<file path="config.mk">
export PLATFORM = sky130hd
export DESIGN_NAME = wdt_byte_timer
export DESIGN_NICKNAME = d
export VERILOG_FILES = /design/src/rtl/wdt_pkg.sv /design/src/rtl/wdt_prescaler.sv /design/src/rtl/wdt_counter.sv /design/src/rtl/wdt_pulse.sv /design/src/rtl/wdt_byte_timer.sv
export SDC_FILE = /design/constraint.sdc
export NUM_CORES = 1
export LEC_CHECK = 0
export BUFFER_PORTS_ARGS = -buffer_cell sky130_fd_sc_hd__buf_2
export CAP_MARGIN = 5
export CORE_ASPECT_RATIO = 2
export CORE_MARGIN = 2
export CORE_UTILIZATION = 40
export DETAILED_ROUTE_END_ITERATION = 10
export HOLD_SLACK_MARGIN = 0.06
export PLACE_DENSITY = 0.61
export SETUP_SLACK_MARGIN = 0.4
export SLEW_MARGIN = 20
export SYNTH_ARGS = -nofsm -noshare
export SYNTH_HDL_FRONTEND = slang
export SYNTH_SLANG_ARGS = --single-unit
</file>
<file path="constraint.sdc">
create_clock -name clk -period 3.77 [get_ports clk]
set_clock_uncertainty 0.1 [all_clocks]
set_input_delay 0.377 -clock clk [delete_from_list [all_inputs] [get_ports clk]]
set_output_delay 0.377 -clock clk [all_outputs]
set_load 0.02 [all_outputs]
</file>
<file path="src/rtl/wdt_pkg.sv">
package wdt_pkg;
  localparam int unsigned CTRL_PULSE_BIT = 1;
  localparam int unsigned CTRL_MIN_BIT   = 3;
  localparam int unsigned ST_KBD_BIT     = 7;
  localparam int unsigned ST_MSE_BIT     = 6;
  localparam int unsigned ST_FLAG_BIT    = 4;

  // clock cycles in one time unit for the selected mode
  function automatic int unsigned unit_clocks(input logic minute,
                                              input int unsigned div,
                                              input int unsigned mult);
    return minute ? div * mult : div;
  endfunction

  // assemble the status byte from its three live bits
  function automatic logic [7:0] status_byte(input logic kbd, input logic mse,
                                             input logic flag);
    logic [7:0] b;
    b = '0;
    b[ST_KBD_BIT]  = kbd;
    b[ST_MSE_BIT]  = mse;
    b[ST_FLAG_BIT] = flag;
    return b;
  endfunction
endpackage

</file>
<file path="src/rtl/wdt_prescaler.sv">
module wdt_prescaler #(
  parameter int unsigned TICK_DIV = 1000,
  parameter int unsigned MIN_MULT = 60
) (
  input  logic clk,
  input  logic rst_n,
  input  logic run,
  input  logic restart,
  input  logic minute,
  output logic tick
);
  import wdt_pkg::*;
  localparam int unsigned LIM_MAX = TICK_DIV * MIN_MULT;
  localparam int unsigned PW      = $clog2(LIM_MAX + 1);

  logic [PW-1:0] cnt_q;
  logic [PW-1:0] lim;

  assign lim  = PW'(unit_clocks(minute, TICK_DIV, MIN_MULT));
  assign tick = run && !restart && (cnt_q >= lim - PW'(1));

  always_ff @(posedge clk or negedge rst_n) begin
    if (!rst_n)              cnt_q <= '0;
    else if (!run || restart) cnt_q <= '0;
    else if (tick)           cnt_q <= '0;
    else                     cnt_q <= cnt_q + PW'(1);
  end
endmodule

</file>
<file path="src/rtl/wdt_counter.sv">
module wdt_counter #(
  parameter int unsigned CW = 8
) (
  input  logic          clk,
  input  logic          rst_n,
  input  logic          load,
  input  logic          stop,
  input  logic [CW-1:0] load_val,
  input  logic          kick,
  input  logic          tick,
  output logic [CW-1:0] count,
  output logic          kick_eff,
  output logic          expire
);
  logic [CW-1:0] cnt_q, reload_q;
  logic          live;

  assign live     = (cnt_q != '0);
  assign kick_eff = kick && live && !load && !stop;
  assign expire   = tick && (cnt_q == CW'(1)) && !load && !stop && !kick_eff;
  assign count    = cnt_q;

  always_ff @(posedge clk or negedge rst_n) begin
    if (!rst_n) begin
      cnt_q    <= '0;
      reload_q <= '0;
    end else if (load) begin
      cnt_q    <= load_val;
      reload_q <= load_val;
    end else if (stop) begin
      cnt_q    <= '0;
    end else if (kick_eff) begin
      cnt_q    <= reload_q;
    end else if (tick && live) begin
      cnt_q    <= cnt_q - CW'(1);
    end
  end
endmodule

</file>
<file path="src/rtl/wdt_pulse.sv">
module wdt_pulse #(
  parameter int unsigned PULSE_LEN = 16
) (
  input  logic clk,
  input  logic rst_n,
  input  logic fire,
  output logic pulse_n
);
  localparam int unsigned LW = $clog2(PULSE_LEN + 1);
  logic [LW-1:0] left_q;

  always_ff @(posedge clk or negedge rst_n) begin
    if (!rst_n)              left_q <= '0;
    else if (fire)           left_q <= LW'(PULSE_LEN);
    else if (left_q != '0)   left_q <= left_q - LW'(1);
  end

  assign pulse_n = (left_q == '0);
endmodule

</file>
<file path="src/rtl/wdt_byte_timer.sv">
module wdt_byte_timer #(
  parameter int unsigned TICK_DIV  = 1000,
  parameter int unsigned MIN_MULT  = 60,
  parameter int unsigned PULSE_LEN = 16,
  parameter logic [7:0]  ADDR_CTRL = 8'hF5,
  parameter logic [7:0]  ADDR_TMO  = 8'hF6,
  parameter logic [7:0]  ADDR_ST   = 8'hF7
) (
  input  logic       clk,
  input  logic       rst_n,
  input  logic       cfg_we,
  input  logic [7:0] cfg_addr,
  input  logic [7:0] cfg_wdata,
  output logic [7:0] cfg_rdata,
  input  logic       kbd_evt,
  input  logic       mouse_evt,
  output logic       wdt_rst_n
);
  import wdt_pkg::*;
  localparam int unsigned CW = 8;

  logic [7:0]    ctrl_q;
  logic          st_kbd_q, st_mse_q, flag_q;
  logic          tmo_wr, ctrl_wr, st_wr;
  logic          load, stop, kick, kick_eff, tick, expire, pulse_en, minute;
  logic [CW-1:0] count;

  assign tmo_wr   = cfg_we && (cfg_addr == ADDR_TMO);
  assign ctrl_wr  = cfg_we && (cfg_addr == ADDR_CTRL);
  assign st_wr    = cfg_we && (cfg_addr == ADDR_ST);
  assign load     = tmo_wr && (cfg_wdata != '0);
  assign stop     = tmo_wr && (cfg_wdata == '0);
  assign kick     = (kbd_evt && st_kbd_q) || (mouse_evt && st_mse_q);
  assign pulse_en = ctrl_q[CTRL_PULSE_BIT];
  assign minute   = ctrl_q[CTRL_MIN_BIT];

  wdt_prescaler #(.TICK_DIV(TICK_DIV), .MIN_MULT(MIN_MULT)) u_presc (
    .clk(clk), .rst_n(rst_n), .run(count != '0),
    .restart(load || stop || kick_eff), .minute(minute), .tick(tick));

  wdt_counter #(.CW(CW)) u_cnt (
    .clk(clk), .rst_n(rst_n), .load(load), .stop(stop),
    .load_val(cfg_wdata), .kick(kick), .tick(tick),
    .count(count), .kick_eff(kick_eff), .expire(expire));

  wdt_pulse #(.PULSE_LEN(PULSE_LEN)) u_pulse (
    .clk(clk), .rst_n(rst_n), .fire(expire && pulse_en), .pulse_n(wdt_rst_n));

  always_ff @(posedge clk or negedge rst_n) begin
    if (!rst_n) begin
      ctrl_q   <= '0;
      st_kbd_q <= 1'b0;
      st_mse_q <= 1'b0;
      flag_q   <= 1'b0;
    end else begin
      if (ctrl_wr) ctrl_q <= cfg_wdata;
      if (st_wr) begin
        st_kbd_q <= cfg_wdata[ST_KBD_BIT];
        st_mse_q <= cfg_wdata[ST_MSE_BIT];
      end
      if (expire)                               flag_q <= 1'b1;
      else if (st_wr && !cfg_wdata[ST_FLAG_BIT]) flag_q <= 1'b0;
    end
  end

  always_comb begin
    if (cfg_addr == ADDR_TMO)       cfg_rdata = count;
    else if (cfg_addr == ADDR_CTRL) cfg_rdata = ctrl_q;
    else if (cfg_addr == ADDR_ST)   cfg_rdata = status_byte(st_kbd_q, st_mse_q, flag_q);
    else                            cfg_rdata = '0;
  end
endmodule

</file>
### Yosys cells after proc, flatten, opt, wreduce, memory -nomap -nowiden

Cells that the tools add are included.

| word-level totals | value |
|---|---|
| register bits | 48 |
| bits of input ports | 21 |
| logic and storage cells | 68 |

| cells by class | value |
|---|---|
| $add $sub $neg | 4 |
| order comparisons | 1 |
| equal/unequal tests | 4 |
| muxes and demuxes | 14 |
| reduce and logical (&&, ||, !) cells | 37 |

Operators by type and width:

| cell | number |
|---|---|
| 2-to-1 mux 8 bit | 7 |
| 2-to-1 mux 16 bit | 3 |
| equality test 8 bit (second input constant) | 3 |
| logical AND 1 bit | 19 |
| adder 16 x 1 -> 16 bit (second input constant) | 1 |
| >= comparator 16 bit | 1 |
| nonzero test 8 bit | 2 |
| subtractor 16 x 1 -> 16 bit (second input constant) | 1 |
| 2-to-1 mux 5 bit | 2 |
| equality test 8 x 1 -> 1 bit (second input constant) | 1 |
| logical NOT 8 bit | 1 |
| subtractor 8 x 1 -> 8 bit (second input constant) | 1 |
| logical NOT 1 bit | 6 |
| logical NOT 5 bit | 1 |
| nonzero test 5 bit | 1 |
| subtractor 5 x 1 -> 5 bit (second input constant) | 1 |
| logical OR 1 bit | 4 |
| nonzero test 2 bit | 2 |
| nonzero test 4 bit | 1 |
| 2-to-1 mux 1 bit | 2 |

### Depth between registers and ports, before layout

| depth | value |
|---|---|
| word-level depth | 16 |
| mapped depth | 10 |
| gate-level depth less buffers | 8 |

### Cells and area by module

From an unflattened synthesis, not the netlist that was laid out.

| second synthesis, totals | value |
|---|---|
| cell total of the unflattened synthesis | 297 |
| area, all modules | 2964.1 sq um |

Modules (own cells, without submodules):

| module | times used | cells an instance | area each (sq um) | seq. area each (sq um) |
|---|---|---|---|---|
| wdt_prescaler | 1 | 105 | 1043.5 | 400.4 |
| wdt_counter | 1 | 101 | 958.4 | 400.4 |
| wdt_byte_timer | 1 | 65 | 706.9 | 275.3 |
| wdt_pulse | 1 | 26 | 255.2 | 125.1 |

### Worst setup path after synthesis

Ideal clock, no wire load.

| path | value |
|---|---|
| path type | register -> register |
| start | reg ctrl_q[3] |
| end | reg u_cnt.cnt_q[1] (netlist: u_cnt.count[1]) |
| setup time | 0.125 ns |
| arrival | 2.112 ns |
| data required time | 3.545 ns |
| slack | 1.433 ns |
| cell stages (with the launch flop) | 10 |
| path buffers | 1 |
| period minus slack after synthesis | 2.337 ns |
| cell sequence | dfrtp_1 -> inv_1 -> ha_1 -> a211oi_2 -> nand2_1 -> a221oi_2 -> and2_4 -> a31o_1 -> buf_6 -> mux2_4 |

| on the way | value |
|---|---|
| cells in the longest elaborated chain, start to end | 6 |

Ends and longest elaborated chain:

| what | line | text |
|---|---|---|
| start, declared | wdt_byte_timer.sv:22 | `logic [7:0] ctrl_q;` |
| start signal, assigned | wdt_byte_timer.sv:56 | `if (ctrl_wr) ctrl_q <= cfg_wdata;` |
| 2-to-1 mux 16 bit | wdt_pkg.sv:12 | `return minute ? div * mult : div;` |
| subtractor 16 x 1 -> 16 bit | wdt_prescaler.sv:20 | `assign tick = run && !restart && (cnt_q >= lim - PW'(1));` |
| >= comparator 16 bit | wdt_prescaler.sv:20 |  |
| logical AND 1 bit | wdt_prescaler.sv:20 |  |
| logical AND 1 bit | wdt_counter.sv:34 | `end else if (tick && live) begin` |
| nonzero test 4 bit (no source line) | -- |  |
| end signal, assigned | wdt_counter.sv:28 | `cnt_q <= load_val;` |
| end signal, assigned | wdt_counter.sv:33 | `cnt_q <= reload_q;` |
| end signal, assigned | wdt_counter.sv:35 | `cnt_q <= cnt_q - CW'(1);` |
| end, declared | wdt_counter.sv:15 | `logic [CW-1:0] cnt_q, reload_q;` |

Every way passes these cells.
A chain may end at the register's enable or synchronous reset.

### Final worst setup path

| path | value |
|---|---|
| start | reg ctrl_q[3] |
| end | reg u_cnt.cnt_q[2] (netlist: u_cnt.count[2]) |

Same word-level chain as after synthesis.

==> flow_summary_export.csv <==
group,metric,value,unit
logic_synthesis,yosysMostFrequentCell,"dfrtp_1",
floorplan,die_h,122.9,um
clocking,insertion_delay,0.29,ns
place,portBuffers,29,
critical_path,crit_type,"reg2reg",
place,hpwl,5.199,mm
logic_synthesis,syn_nets,315,
logic_synthesis,synth_top_cell_by_area,"dfrtp_1",
critical_path,path_buf_inv,1,
detailed_routing,antenna_left,0,
global_route,grt_pass1_vias,2266,
cells_and_area,fin_nets,344,
sta,setup_viol,0,
cells_and_area,layout-drive-gt1-share,0.2006,
power,max-vdd-ir-drop,211.0,uV
critical_path,crit_slowest_cell,"dfrtp_1",
sta,period_needed,2.725,ns
logic_synthesis,synth_ff_type,"dfrtp_1",
critical_path,worst_setup_path_end_kind,"register",
detailed_routing,avgRoutedWirePerCell,16.79,um
logic_synthesis,synth_edf_count,0,
critical_path,critPathTopFamily,"compound AO/OA/AOI/OAI gates",
logic_synthesis,synth-async-reset-ratio,1.000,
clocking,cts-root-buf,"clkbuf_16",
place,gp_congestion,0.8748,
floorplan,rows,43,
sta,fin_setup_tns,0,ns
sta,max_freq,367.0,MHz
sta,max-slew-margin-rel,0.5248,
critical_path,arrival,2.80,ns
global_route,grt_pass1_wl,11.02,mm
logic_synthesis,avgSynthCellArea,10.10,sq um
run,cap_viol_max_count,0,
logic_synthesis,yosysWarnings,0,
sta,fin_crit_sh,0.7227,
clocking,clk_pin_slew,0.06,ns
detailed_routing,vias,2249,
logic_synthesis,synth_common_cells,"dfrtp_1 (48), nor2_1 (39), nand2_1 (22)",
detailed_routing,dr.pass1.iters,5,
logic_synthesis,ys_seq_area_frac,0.4246,
cells_and_area,insertedDiodeCount,0,
power,powerDensity,497.7,nW/um^2
logic_synthesis,synthTopCellsByArea,"dfrtp_1 (42%), ha_1 (6.2%), nor2_1 (5.2%)",
critical_path,worstSetupStartpointType,"register",
clocking,numCtsBuffers,5,
min_path,hold_class,"in2reg",
detailed_routing,drt-total-wl,6.698,mm
logic_synthesis,synth_top_area_share,0.4246,
clocking,cts_tree,"built",
sta,tightest_slew,0.7113,ns
floorplan,core,6887,sq um
critical_path,rr_startpoint,"ctrl_q[3]",
critical_path,max_stage_delay,0.45,ns
min_path,hp-start,"cfg_wdata[2]",
cells_and_area,synthToLayoutAreaGrowth,12.30,%
critical_path,worstPathMaxFanout,7,
global_route,track_usage,0.1874,
floorplan,start_util,0.4108,
sta,slew_viol_final,0,
sta,hold_viol_final,0,
critical_path,crit_path_start,"ctrl_q[3]",
global_route,grt_start_max_net_pins,49,
run_status,outcome,"complete, no violations",
detailed_routing,viasPerCell,5.637,
global_route,grt_antenna_before_repair,0,
clocking,post_cts_buffers,0,
clocking,cts.sinks,48,
clocking,htree_levels,2,
floorplan,dieArea,7802,sq um
power,p_leak,1.563,nW
logic_synthesis,synth_area,2829,sq um
logic_synthesis,synth_cell_types,48,
detailed_routing,dr.first_iter.drc_count,117,
critical_path,path_cells,"inv_1 -> ha_1 -> a211oi_2 -> nand2_1 -> a221oi_2 -> and2_4 -> a31o_1 -> mux2_4",
clocking,cts.path.max_buffers,2,
logic_synthesis,syn_inst,280,
floorplan,ioPinCount,30,
floorplan,die_x,63.47,um
cells_and_area,post-route-util,0.4613,
detailed_routing,drc,0,
global_route,overflow,0,
critical_path,cp.required,3.84,ns
logic_synthesis,ys_ff_latch,48,
sta,rsz0062_at_grt,"false",
-- power breakdown --
| group | switching, mW | total, mW | internal [mW] |
|---|---|---|---|
| sequential | 0.121 | 0.715 | 0.593 |
| combinational | 0.209 | 0.409 | 0.200 |
| clock | 0.180 | 0.458 | 0.278 |
| total | 0.510 | 1.58 | 1.07 |
-- registers in the layout, summed over array words and instances, names as in the netlist --
| name | cells |
|---|---|
| ctrl_q | 8 |
| flag_q | 1 |
| st_kbd_q | 1 |
| st_mse_q | 1 |
| u_cnt.count | 8 |
| u_cnt.reload_q | 8 |
| u_presc.cnt_q | 16 |
| u_pulse.left_q | 5 |
-- path summary, 6_finish.rpt --
kind                                endpoint  slack, ns  cells after the start
max                           u_cnt.count[2]       1.05                      8
min                        u_cnt.reload_q[2]       0.25                      3
max reg2reg                   u_cnt.count[2]       1.05                      8
min reg2reg                u_cnt.reload_q[3]       0.37                      2
max in group asynchronous  u_cnt.reload_q[0]       2.60                      2
min in group asynchronous           st_mse_q       0.53                      2
-- kinds of logic (layout without fill, tap and decap cells) --
family	after synthesis	after routing	share of synthesized area
fa+ha+maj	14	14	0.06192
compound gates	51	51	0.1238
simple gates	105	105	0.1968
flops	48	48	0.4246
buf+inv	20	49	0.04245
mux	19	19	0.07917
xor+xnor	23	23	0.07121
-- per-stage QoR --
stage                     std cells  power [mW]  cell area, sq um  setup WS (ns)  hold WS [ns]
after floorplan                 280       1.009              2829          1.433      -0.01859
after global placement          391       1.118              3012          1.186        0.3503
after detailed placement        391       1.129              3012          1.095        0.3662
after CTS                       398       1.596              3164          1.075        0.2375
after global routing            399       1.679              3177         0.9242        0.2721
final                           399       1.581              3177          1.045        0.2477
-- worst min-delay path, delay by kind of cell --
| family | cells | cell delay [ns] |
|---|---|---|
| buffers and inverters | 1 | 0.10 |
| and+or+nand+nor | 2 | 0.13 |
-- layout by cell type (no fill, tap or decap), types with 10 or more instances in the layout --
master	instances
dfrtp_1	48
nor2_1	39
buf_2	28
nand2_1	22
a21oi_1	14
xnor2_1	14
ha_1	14
inv_1	12
nand3_1	12
mux2_2	11
a22oi_1	10
-- per-layer routing --
| layer | GRT usage | vias to the layer above | part of all wire |
|---|---|---|---|
| met5 | 0 | - | 0 |
| met4 | 0.1223 | 0 | 0.057 |
| met3 | 0.03731 | 27 | 0.032 |
| met2 | 0.3526 | 57 | 0.55 |
| met1 | 0.1808 | 1108 | 0.36 |
| li1 | - | 1057 | - |
-- layout make-up --
| cell class | count | area (sq um) |
|---|---|---|
| sequential | 48 | 1201 |
| fill | 724 | 3710 |
| multi-input combinational | 212 | 1508 |
| tap | 90 | 112.6 |
| clock buffer | 7 | 152.6 |
| inverter | 12 | 45.04 |
| timing repair buffer | 30 | 157.7 |
-- what timing repair did --
| action | CTS | global route |
|---|---|---|
| hold endpoints to repair | 0 | 15 |
| resized for setup | 0 | 0 |
| hold buffers | 0 | 1 |
No activity file was read; power rests on OpenSTA's default activity.
